## src/rtl/ptimer_pkg.sv

```systemverilog
package ptimer_pkg;
    typedef enum logic [1:0] {
        ST_IDLE = 2'd0,
        ST_RUN  = 2'd1,
        ST_HOLD = 2'd2
    } tmr_state_e;

    localparam logic [1:0] GSEL_NONE = 2'd0;
    localparam logic [1:0] GSEL_A    = 2'd1;
    localparam logic [1:0] GSEL_B    = 2'd2;
endpackage

```

## src/rtl/ptimer_prescaler.sv

```systemverilog
module ptimer_prescaler #(
    parameter int PSC_W = 12
) (
    input  logic             clk,
    input  logic             rst_n,
    input  logic             en,
    input  logic             clr,
    input  logic             even_div,
    input  logic [PSC_W-1:0] psc_val,
    output logic             tick
);
    localparam int DIV_W = PSC_W + 1;

    logic [DIV_W-1:0] cnt_q;
    logic [DIV_W-1:0] last;

    // terminal value is divisor minus one: 2P for odd, 2P+1 for even
    assign last = {psc_val, 1'b0} + DIV_W'(even_div);
    assign tick = en & (cnt_q >= last);

    always_ff @(posedge clk) begin
        if (!rst_n)
            cnt_q <= '0;
        else if (clr)
            cnt_q <= '0;
        else if (en)
            cnt_q <= tick ? '0 : cnt_q + 1'b1;
    end
endmodule

```

## src/rtl/ptimer_gate.sv

```systemverilog
module ptimer_gate
    import ptimer_pkg::*;
(
    input  logic [1:0] gate_sel,
    input  logic       gate_a,
    input  logic       gate_b,
    output logic       gate_open
);
    always_comb begin
        unique case (gate_sel)
            GSEL_A:  gate_open = gate_a;
            GSEL_B:  gate_open = gate_b;
            default: gate_open = 1'b1;
        endcase
    end
endmodule

```

## src/rtl/ptimer_ctrl.sv

```systemverilog
module ptimer_ctrl
    import ptimer_pkg::*;
(
    input  logic clk,
    input  logic rst_n,
    input  logic start_evt,
    input  logic stop_evt,
    input  logic gate_open,
    input  logic final_exp,
    output logic running,
    output logic count_en
);
    tmr_state_e state_q, state_d;

    always_comb begin
        state_d = state_q;
        unique case (state_q)
            ST_IDLE: begin
                if (start_evt && !stop_evt)
                    state_d = gate_open ? ST_RUN : ST_HOLD;
            end
            ST_RUN: begin
                if (stop_evt || final_exp)
                    state_d = ST_IDLE;
                else if (!gate_open)
                    state_d = ST_HOLD;
            end
            ST_HOLD: begin
                if (stop_evt || final_exp)
                    state_d = ST_IDLE;
                else if (gate_open)
                    state_d = ST_RUN;
            end
            default: state_d = ST_IDLE;
        endcase
    end

    always_ff @(posedge clk) begin
        if (!rst_n)
            state_q <= ST_IDLE;
        else
            state_q <= state_d;
    end

    always_comb begin
        running  = (state_q != ST_IDLE);
        count_en = running && gate_open;
    end
endmodule

```

## src/rtl/ptimer_top.sv

```systemverilog
module ptimer_top #(
    parameter int CNT_W    = 16,
    parameter int PSC_HI_W = 4,
    parameter int PSC_LO_W = 8
) (
    input  logic                  clk,
    input  logic                  rst_n,
    input  logic                  start_now,
    input  logic                  stop_now,
    input  logic                  tx_end,
    input  logic                  rx_bit5,
    input  logic                  auto_mode,
    input  logic                  multi_rx,
    input  logic                  auto_restart,
    input  logic [1:0]            gate_sel,
    input  logic                  gate_a,
    input  logic                  gate_b,
    input  logic                  even_div,
    input  logic [PSC_HI_W-1:0]   psc_hi,
    input  logic [PSC_LO_W-1:0]   psc_lo,
    input  logic [CNT_W-1:0]      reload,
    input  logic                  irq_clr,
    output logic                  running,
    output logic                  expire,
    output logic                  irq_flag,
    output logic [CNT_W/2-1:0]    count_hi,
    output logic [CNT_W/2-1:0]    count_lo
);
    localparam int PSC_W  = PSC_HI_W + PSC_LO_W;
    localparam int HALF_W = CNT_W / 2;

    logic             start_evt, stop_evt, load;
    logic             gate_open, count_en, tick, final_exp;
    logic [CNT_W-1:0] cnt_q, shadow_q;

    assign start_evt = start_now | (auto_mode & tx_end);
    assign stop_evt  = stop_now  | (auto_mode & rx_bit5 & ~multi_rx);
    assign load      = start_evt & ~stop_evt;
    assign expire    = tick & ~stop_evt & ~load & (cnt_q <= CNT_W'(1));
    assign final_exp = expire & ~auto_restart;

    ptimer_gate u_gate (
        .gate_sel (gate_sel),
        .gate_a   (gate_a),
        .gate_b   (gate_b),
        .gate_open(gate_open)
    );

    ptimer_ctrl u_ctrl (
        .clk      (clk),
        .rst_n    (rst_n),
        .start_evt(start_evt),
        .stop_evt (stop_evt),
        .gate_open(gate_open),
        .final_exp(final_exp),
        .running  (running),
        .count_en (count_en)
    );

    ptimer_prescaler #(.PSC_W(PSC_W)) u_psc (
        .clk     (clk),
        .rst_n   (rst_n),
        .en      (count_en),
        .clr     (load),
        .even_div(even_div),
        .psc_val ({psc_hi, psc_lo}),
        .tick    (tick)
    );

    always_ff @(posedge clk) begin
        if (!rst_n) begin
            cnt_q    <= '0;
            shadow_q <= '0;
        end else if (load) begin
            cnt_q    <= reload;
            shadow_q <= reload;
        end else if (tick && !stop_evt) begin
            if (cnt_q <= CNT_W'(1))
                cnt_q <= auto_restart ? shadow_q : '0;
            else
                cnt_q <= cnt_q - 1'b1;
        end
    end

    always_ff @(posedge clk) begin
        if (!rst_n)
            irq_flag <= 1'b0;
        else if (expire)
            irq_flag <= 1'b1;
        else if (irq_clr)
            irq_flag <= 1'b0;
    end

    assign count_hi = cnt_q[CNT_W-1 -: HALF_W];
    assign count_lo = cnt_q[HALF_W-1:0];
endmodule

```

## config.mk

```make
export PLATFORM = sky130hd
export DESIGN_NAME = ptimer_top
export DESIGN_NICKNAME = d
export VERILOG_FILES = /design/src/rtl/ptimer_pkg.sv /design/src/rtl/ptimer_prescaler.sv /design/src/rtl/ptimer_gate.sv /design/src/rtl/ptimer_ctrl.sv /design/src/rtl/ptimer_top.sv
export SDC_FILE = /design/constraint.sdc
export NUM_CORES = 1
export LEC_CHECK = 0
export ABC_AREA = 1
export CELL_PAD_IN_SITES_DETAIL_PLACEMENT = 1
export CELL_PAD_IN_SITES_GLOBAL_PLACEMENT = 2
export CORE_MARGIN = 1
export CORE_UTILIZATION = 31
export DETAILED_ROUTE_END_ITERATION = 8
export MAX_ROUTING_LAYER = met4
export PLACE_DENSITY = 0.95
export SKIP_CTS_REPAIR_TIMING = 1
export SLEW_MARGIN = 10
export SYNTH_ARGS = -nofsm -noshare
export SYNTH_HDL_FRONTEND = slang
export SYNTH_SLANG_ARGS = --single-unit
```

## constraint.sdc

```tcl
create_clock -name clk -period 3.42 [get_ports clk]
set_clock_uncertainty 0.15 [all_clocks]
set_input_delay 0.684 -clock clk [delete_from_list [all_inputs] [get_ports clk]]
set_output_delay 0.684 -clock clk [all_outputs]
set_load 0.005 [all_outputs]
```

# --- After elaboration in Yosys (flattened, before gate mapping) ---
# Cells that the tools add are included.
totals:
  ff_bits: 48
  out_inout_bits: 19
op_classes:
  n_addsub: 3
  n_lt_le_gt_ge: 2
  n_eq_ne: 7
  n_mux: 15
  bitwise: 16
  reduce_logical: 11
ops:
  columns: ["op", "n"]
  rows:
  - ["16-bit two-way mux", 4]
  - ["16-bit by 1-bit <= comparator with 1-bit output (second input constant)", 1]
  - ["16-bit by 1-bit subtractor with 16-bit output (second input constant)", 1]
  - ["13-bit by 1-bit adder with 13-bit output", 1]
  - ["13-bit by 1-bit adder with 13-bit output (second input constant)", 1]
  - ["13-bit greater-or-equal comparator", 1]
  - ["13-bit two-way mux", 1]
  - ["2-bit two-way mux", 6]
  - ["1-bit AND", 9]
  - ["2-bit case mux with 3 select lines", 1]
  - ["2-bit nonzero test", 3]
  - ["1-bit NOT", 5]
  - ["2-bit by 1-bit == test with 1-bit output (second input constant)", 2]
  - ["2-bit == test (second input constant)", 2]
  - ["1-bit logical AND", 3]
  - ["3-bit by 1-bit inequality test with 1-bit output (second input constant)", 1]
  - ["3-bit inequality test (second input constant)", 1]
  - ["3-bit AND reduction", 1]
  - ["2-bit logical NOT", 1]
  - ["1-bit two-way mux", 2]
  - ["2-bit by 1-bit inequality test with 1-bit output (second input constant)", 1]
  - ["1-bit bitwise OR", 2]
  - ["1-bit case mux with 2 select lines", 1]
  - ["2-bit OR reduction", 1]
  - ["other kinds (2)", 2]

# --- Depth between registers and ports, before layout ---
depth:
  ltp_word: 12
  mapped_depth: 16
  ltp_nobuf: 16

# --- By module ---
# Synthesis repeated with hierarchy kept, for this count alone.
hier_totals:
  hier_cells: 509
  area_unflattened_um2: 3296.9
modules_own_cells:
  columns: ["module", "instances", "cells_each", "area_per_inst_um2", "seq_area_each_um2"]
  rows:
  - ["ptimer_top", 1, 324, 2025.7, 660.6]
  - ["ptimer_prescaler", 1, 149, 1062.3, 260.2]
  - ["ptimer_ctrl", 1, 28, 155.1, 40.0]
  - ["ptimer_gate", 1, 8, 53.8, 0.0]

# --- Worst setup path after synthesis ---
# OpenSTA, ideal clock, no wires.
synth_path:
  path_kind: "input -> output"
  start: "input port psc_hi[3]"
  end: "output port expire"
  arrival_time_ns: 1.931
  required_ns: 2.586
  slack_ns: 0.655
  path_stages: 10
  path_buffers: 0
  path_cell_list: "inv_1 ha_1 nand2_1 nor3_2 nand2_1 nor2_1 nor2_2 nor2_4 nand2_4 nor3_1"
synth_between:
  elab_chain_len: 6
synth_lines:
  columns: ["element", "line", "source"]
  rows:
  - ["start: declaration", "ptimer_top.sv:19", "input logic [PSC_HI_W-1:0] psc_hi,"]
  - ["13-bit by 1-bit adder with 13-bit output", "ptimer_prescaler.sv:18", "assign last = {psc_val, 1'b0} + DIV_W'(even_div);"]
  - ["13-bit greater-or-equal comparator", "ptimer_prescaler.sv:19", "assign tick = en & (cnt_q >= last);"]
  - ["1-bit AND", "ptimer_prescaler.sv:19", null]
  - ["1-bit AND (3 in series)", "ptimer_top.sv:39", "assign expire = tick & ~stop_evt & ~load & (cnt_q <= CNT_W'(1));"]
  - ["end: declaration", "ptimer_top.sv:24", "output logic expire,"]
# Every way passes these cells.

# --- Worst setup path in the final report ---
layout_path:
  start: "input port psc_lo[7]"
  end: "output port expire"
layout_between:
  elab_chain_len: 6
layout_lines:
  columns: ["element", "line", "source"]
  rows:
  - ["start: declaration", "ptimer_top.sv:20", "input logic [PSC_LO_W-1:0] psc_lo,"]
  - ["13-bit by 1-bit adder with 13-bit output", "ptimer_prescaler.sv:18", null]
  - ["13-bit greater-or-equal comparator", "ptimer_prescaler.sv:19", null]
  - ["1-bit AND", "ptimer_prescaler.sv:19", null]
  - ["1-bit AND (3 in series)", "ptimer_top.sv:39", null]
# Every way passes these cells.

==> metrics.log <==
[metrics] Detailed Place HPWL: a little over 7 mm
[metrics] sort of element at the start of the critical path: input pin
[metrics] number of search-and-repair iterations in the first detailed-routing pass: 4
[metrics] CTS Root Cell: clkbuf_8
[metrics] die area: 10,570 um^2
[metrics] Synth warnings: 0
[metrics] global-route congestion overflow total: 0
[metrics] reg2reg path depth: 13
[metrics] async set or reset register ratio after synthesis: 0
[metrics] pwr dens: 371.8 nW/um^2
[metrics] final net count: around 580
[metrics] footprint of the flip-flops and latches: 960.9 um^2
[metrics] initial antenna violation count: 0
[metrics] Final Hold Violating Endpoints: 0
[metrics] worst min-delay path endpoint: shadow_q[5]
[metrics] vias per std cell: 4.855
[metrics] amount of wire on met2 after detailed routing: around 4.8 mm
[metrics] commonest cells after routing, fill and taps aside: nand2_1, inv_1, clkdlybuf4s50_1
[metrics] overall die width: 102.8 um
[metrics] total DRC errors in the routed layout: 0
[metrics] CTS tree: built
[metrics] accumulated negative setup slack: 0 ns
[metrics] initial detailed-routing violation count: 90
[metrics] Clock Path Buffers: 2
[metrics] die span in y: 102.8 um
[metrics] # setup viols final: 0
[metrics] Routed wire per std cell: 14.48 um
[metrics] placed insts: about 640
[metrics] average cell area after synthesis: just over 7 um^2
[metrics] pin count of the biggest net entering global routing: 19
[metrics] overall routed net length: around 9.4 mm
[metrics] Net Count, Synth: just over 500
[metrics] Inserted Clock Buffers: 5
[metrics] total global routing track utilization: 0.1902
[metrics] DR top layer: met4
[metrics] IR drop worst, VDD: about 0.17 mV
[metrics] Synth top area share: 0.3050
[metrics] most common library cell in the layout ignoring fill and taps: nand2_1
[metrics] Boundary Pins: between 60 and 70
[metrics] WP data required: 2.59 ns
[metrics] most common flop cell mapped by yosys: dfxtp_1
[metrics] H-tree level count: 2
[metrics] filler instances: roughly 1,300
[metrics] Yosys top cell by area: dfxtp_1
[metrics] kind of end point of the critical path: primary output
[metrics] highest attainable clock frequency: about 300 MHz
[metrics] number of flops mapped to enable cells by yosys: 0
[metrics] ANT cells: 0
[metrics] Pleak: 1.829 nW
[metrics] Worst Hold Depth: 2
[metrics] effective utilization at floorplan: 0.3208
[metrics] overall power after layout: ~1.6 mW
[metrics] Post-Syn Area: between 3000 and 4000 um^2
[metrics] final weighted congestion in routability-driven placement: 0.8404
[metrics] critical setup path kind: in -> out
[metrics] final setup slack of the worst path: ~0.11 ns
[metrics] cell count after synthesis: roughly 440
[metrics] worst-case register-to-register setup slack: approximately 1 ns
[metrics] footprint of the multi-input gates: between 2000 and 2500 um^2
[metrics] maximum capacitance violations: 0
[metrics] top post-synthesis cells by area: dfxtp_1, nand2_1, inv_1, ha_1, a21oi_1
[metrics] transition time at the pin with the least slew margin: 0.3897 ns
[metrics] hold path startpoint: shadow_q[5]
[metrics] number of global-route vias before repair: approximately 3,300
[metrics] routed length on met1: around 4.3 mm
[metrics] critical register-to-register path endpoint: cnt_q[0]
[metrics] worst setup timing slack at the placement stage: -0.4732 ns
[metrics] via count: around 3,200
[metrics] clock latency at the later pin of the worst-skew pair: slightly above 0.3 ns
[metrics] minimum clock period: 3.311 ns
[metrics] WP data arrival: roughly 2.5 ns
[metrics] count of placed standard cells in the final layout, fillers left out: between 600 and 700
[metrics] first-pass GRT wire length: about 15 mm
[metrics] share of layout cells above drive strength 1: 0.1838
[metrics] Pins Over Slew Limit: 0
[metrics] hold crit path type: reg -> reg
[metrics] period utilisation layout: 0.9680
[metrics] count of input and output buffers: 61
[metrics] number of distinct standard cells referenced by the synthesized netlist: 49
[metrics] clock transition at the registers of the reported paths: roughly 0.080 ns
[metrics] Critical Path Fanout Max: 3
[metrics] run status: completed
[metrics] worst r2r src: u_psc.cnt_q[11]
[metrics] utilization of the core after routing: 0.4353
[metrics] sequential area share after synthesis: 0.3050
[metrics] Core Box Area: slightly below 10,000 um^2
[metrics] number of placement rows: 36
[metrics] total of flip-flops plus latches after synthesis: between 40 and 50
[metrics] total length of routed met3 wires: roughly 230 um
[metrics] remaining number of nets flagged by the antenna check after routing: 0
[metrics] Max-slew headroom: 0.7399
[metrics] Area Overhead vs Synth: 35.66%
[metrics] CTS sink cnt: between 40 and 50
area by class of cell:
type | count | area share
clock buffer | 6 | 0.01698
multi-input combinational | 314 | 0.4804
tap | 133 | 0.03893
sequential | 48 | 0.2248
clock inverter | 2 | 0.008197
inverter | 74 | 0.06499
timing repair buffer | 73 | 0.1657
cell families (layout without fill, tap and decap cells):
group,after synthesis,after routing,synth area share
xor+xnor,5,5,0.01390
fa+ha+maj,18,18,0.07149
compound gates,86,86,0.1668
flops,48,48,0.3050
buf+inv,81,155,0.1013
simple gates,205,205,0.3415
critical path, cell delays in order:
cell and delay [ns]:
clkdlybuf4s50_1 0.46, inv_1 0.06, ha_4 0.26, nand2_1 0.06
inv_2 0.07, nand2_1 0.06, nor2_1 0.10, nand2_1 0.07
nand3_2 0.08, nor2_4 0.06, nor2_4 0.13, nand2_4 0.07
nor3_4 0.16, buf_2 0.14
through the flow:
| stage | hold WS [ns] | instance area [um^2] |
|---|---|---|
| 2_1_floorplan | 0.2948 | 3151 |
| 3_3_place_gp | 0.3023 | 3976 |
| 3_5_place_dp | 0.3072 | 3976 |
| 4_1_cts | 0.3208 | 4084 |
| 5_1_grt | 0.3355 | 4274 |
| 6_report | 0.3191 | 4274 |
state kept, by name, indices dropped and copies added, names as in the netlist:
name / count
cnt_q: 16
shadow_q: 16
u_psc.cnt_q: 13
irq_flag: 1
u_ctrl.state_q: 2
worst max path at each step:
stage | startpoint | end | slack (ns) | depth (start not counted)
6_report | psc_lo[7] | expire | 0.11 | 14
5_1_grt | psc_lo[7] | expire | -0.03 | 14
4_1_cts | psc_hi[3] | expire | -0.48 | 12
3_5_place_dp | psc_hi[3] | expire | -0.47 | 12
3_3_place_gp | psc_hi[3] | expire | -0.44 | 12
2_1_floorplan | psc_hi[3] | expire | 0.65 | 10
routing by layer:
metal  vias up  global-route usage
li1       1607                   -
met1      1493              0.2228
met2        48              0.3441
met3         8             0.02305
met4         0             0.04659
met5         -                   -
Yosys cell counts, drive strengths merged (2+ instances only):
| library cell | instances |
|---|---|
| clkbuf | 3 |
| o21a | 3 |
| nor3 | 14 |
| a31oi | 9 |
| nand3 | 23 |
| xnor2 | 2 |
| inv | 73 |
| o22ai | 6 |
| dfxtp | 48 |
| xor2 | 3 |
| nand4 | 9 |
| nor3b | 6 |
| o211ai | 2 |
| nor2 | 44 |
| a211oi | 2 |
| o21ai | 27 |
| a21oi | 30 |
| a21boi | 2 |
| nand2 | 106 |
| nor4 | 2 |
| ha | 18 |
| buf | 4 |
power by group:
part           leakage [nW]  switching (mW)  internal, mW  total, mW
Clock                0.0552           0.201         0.217      0.418
Combinational          1.38           0.304         0.231      0.536
Sequential            0.392          0.0428         0.593      0.635
(Power assumes the default switching activity.)
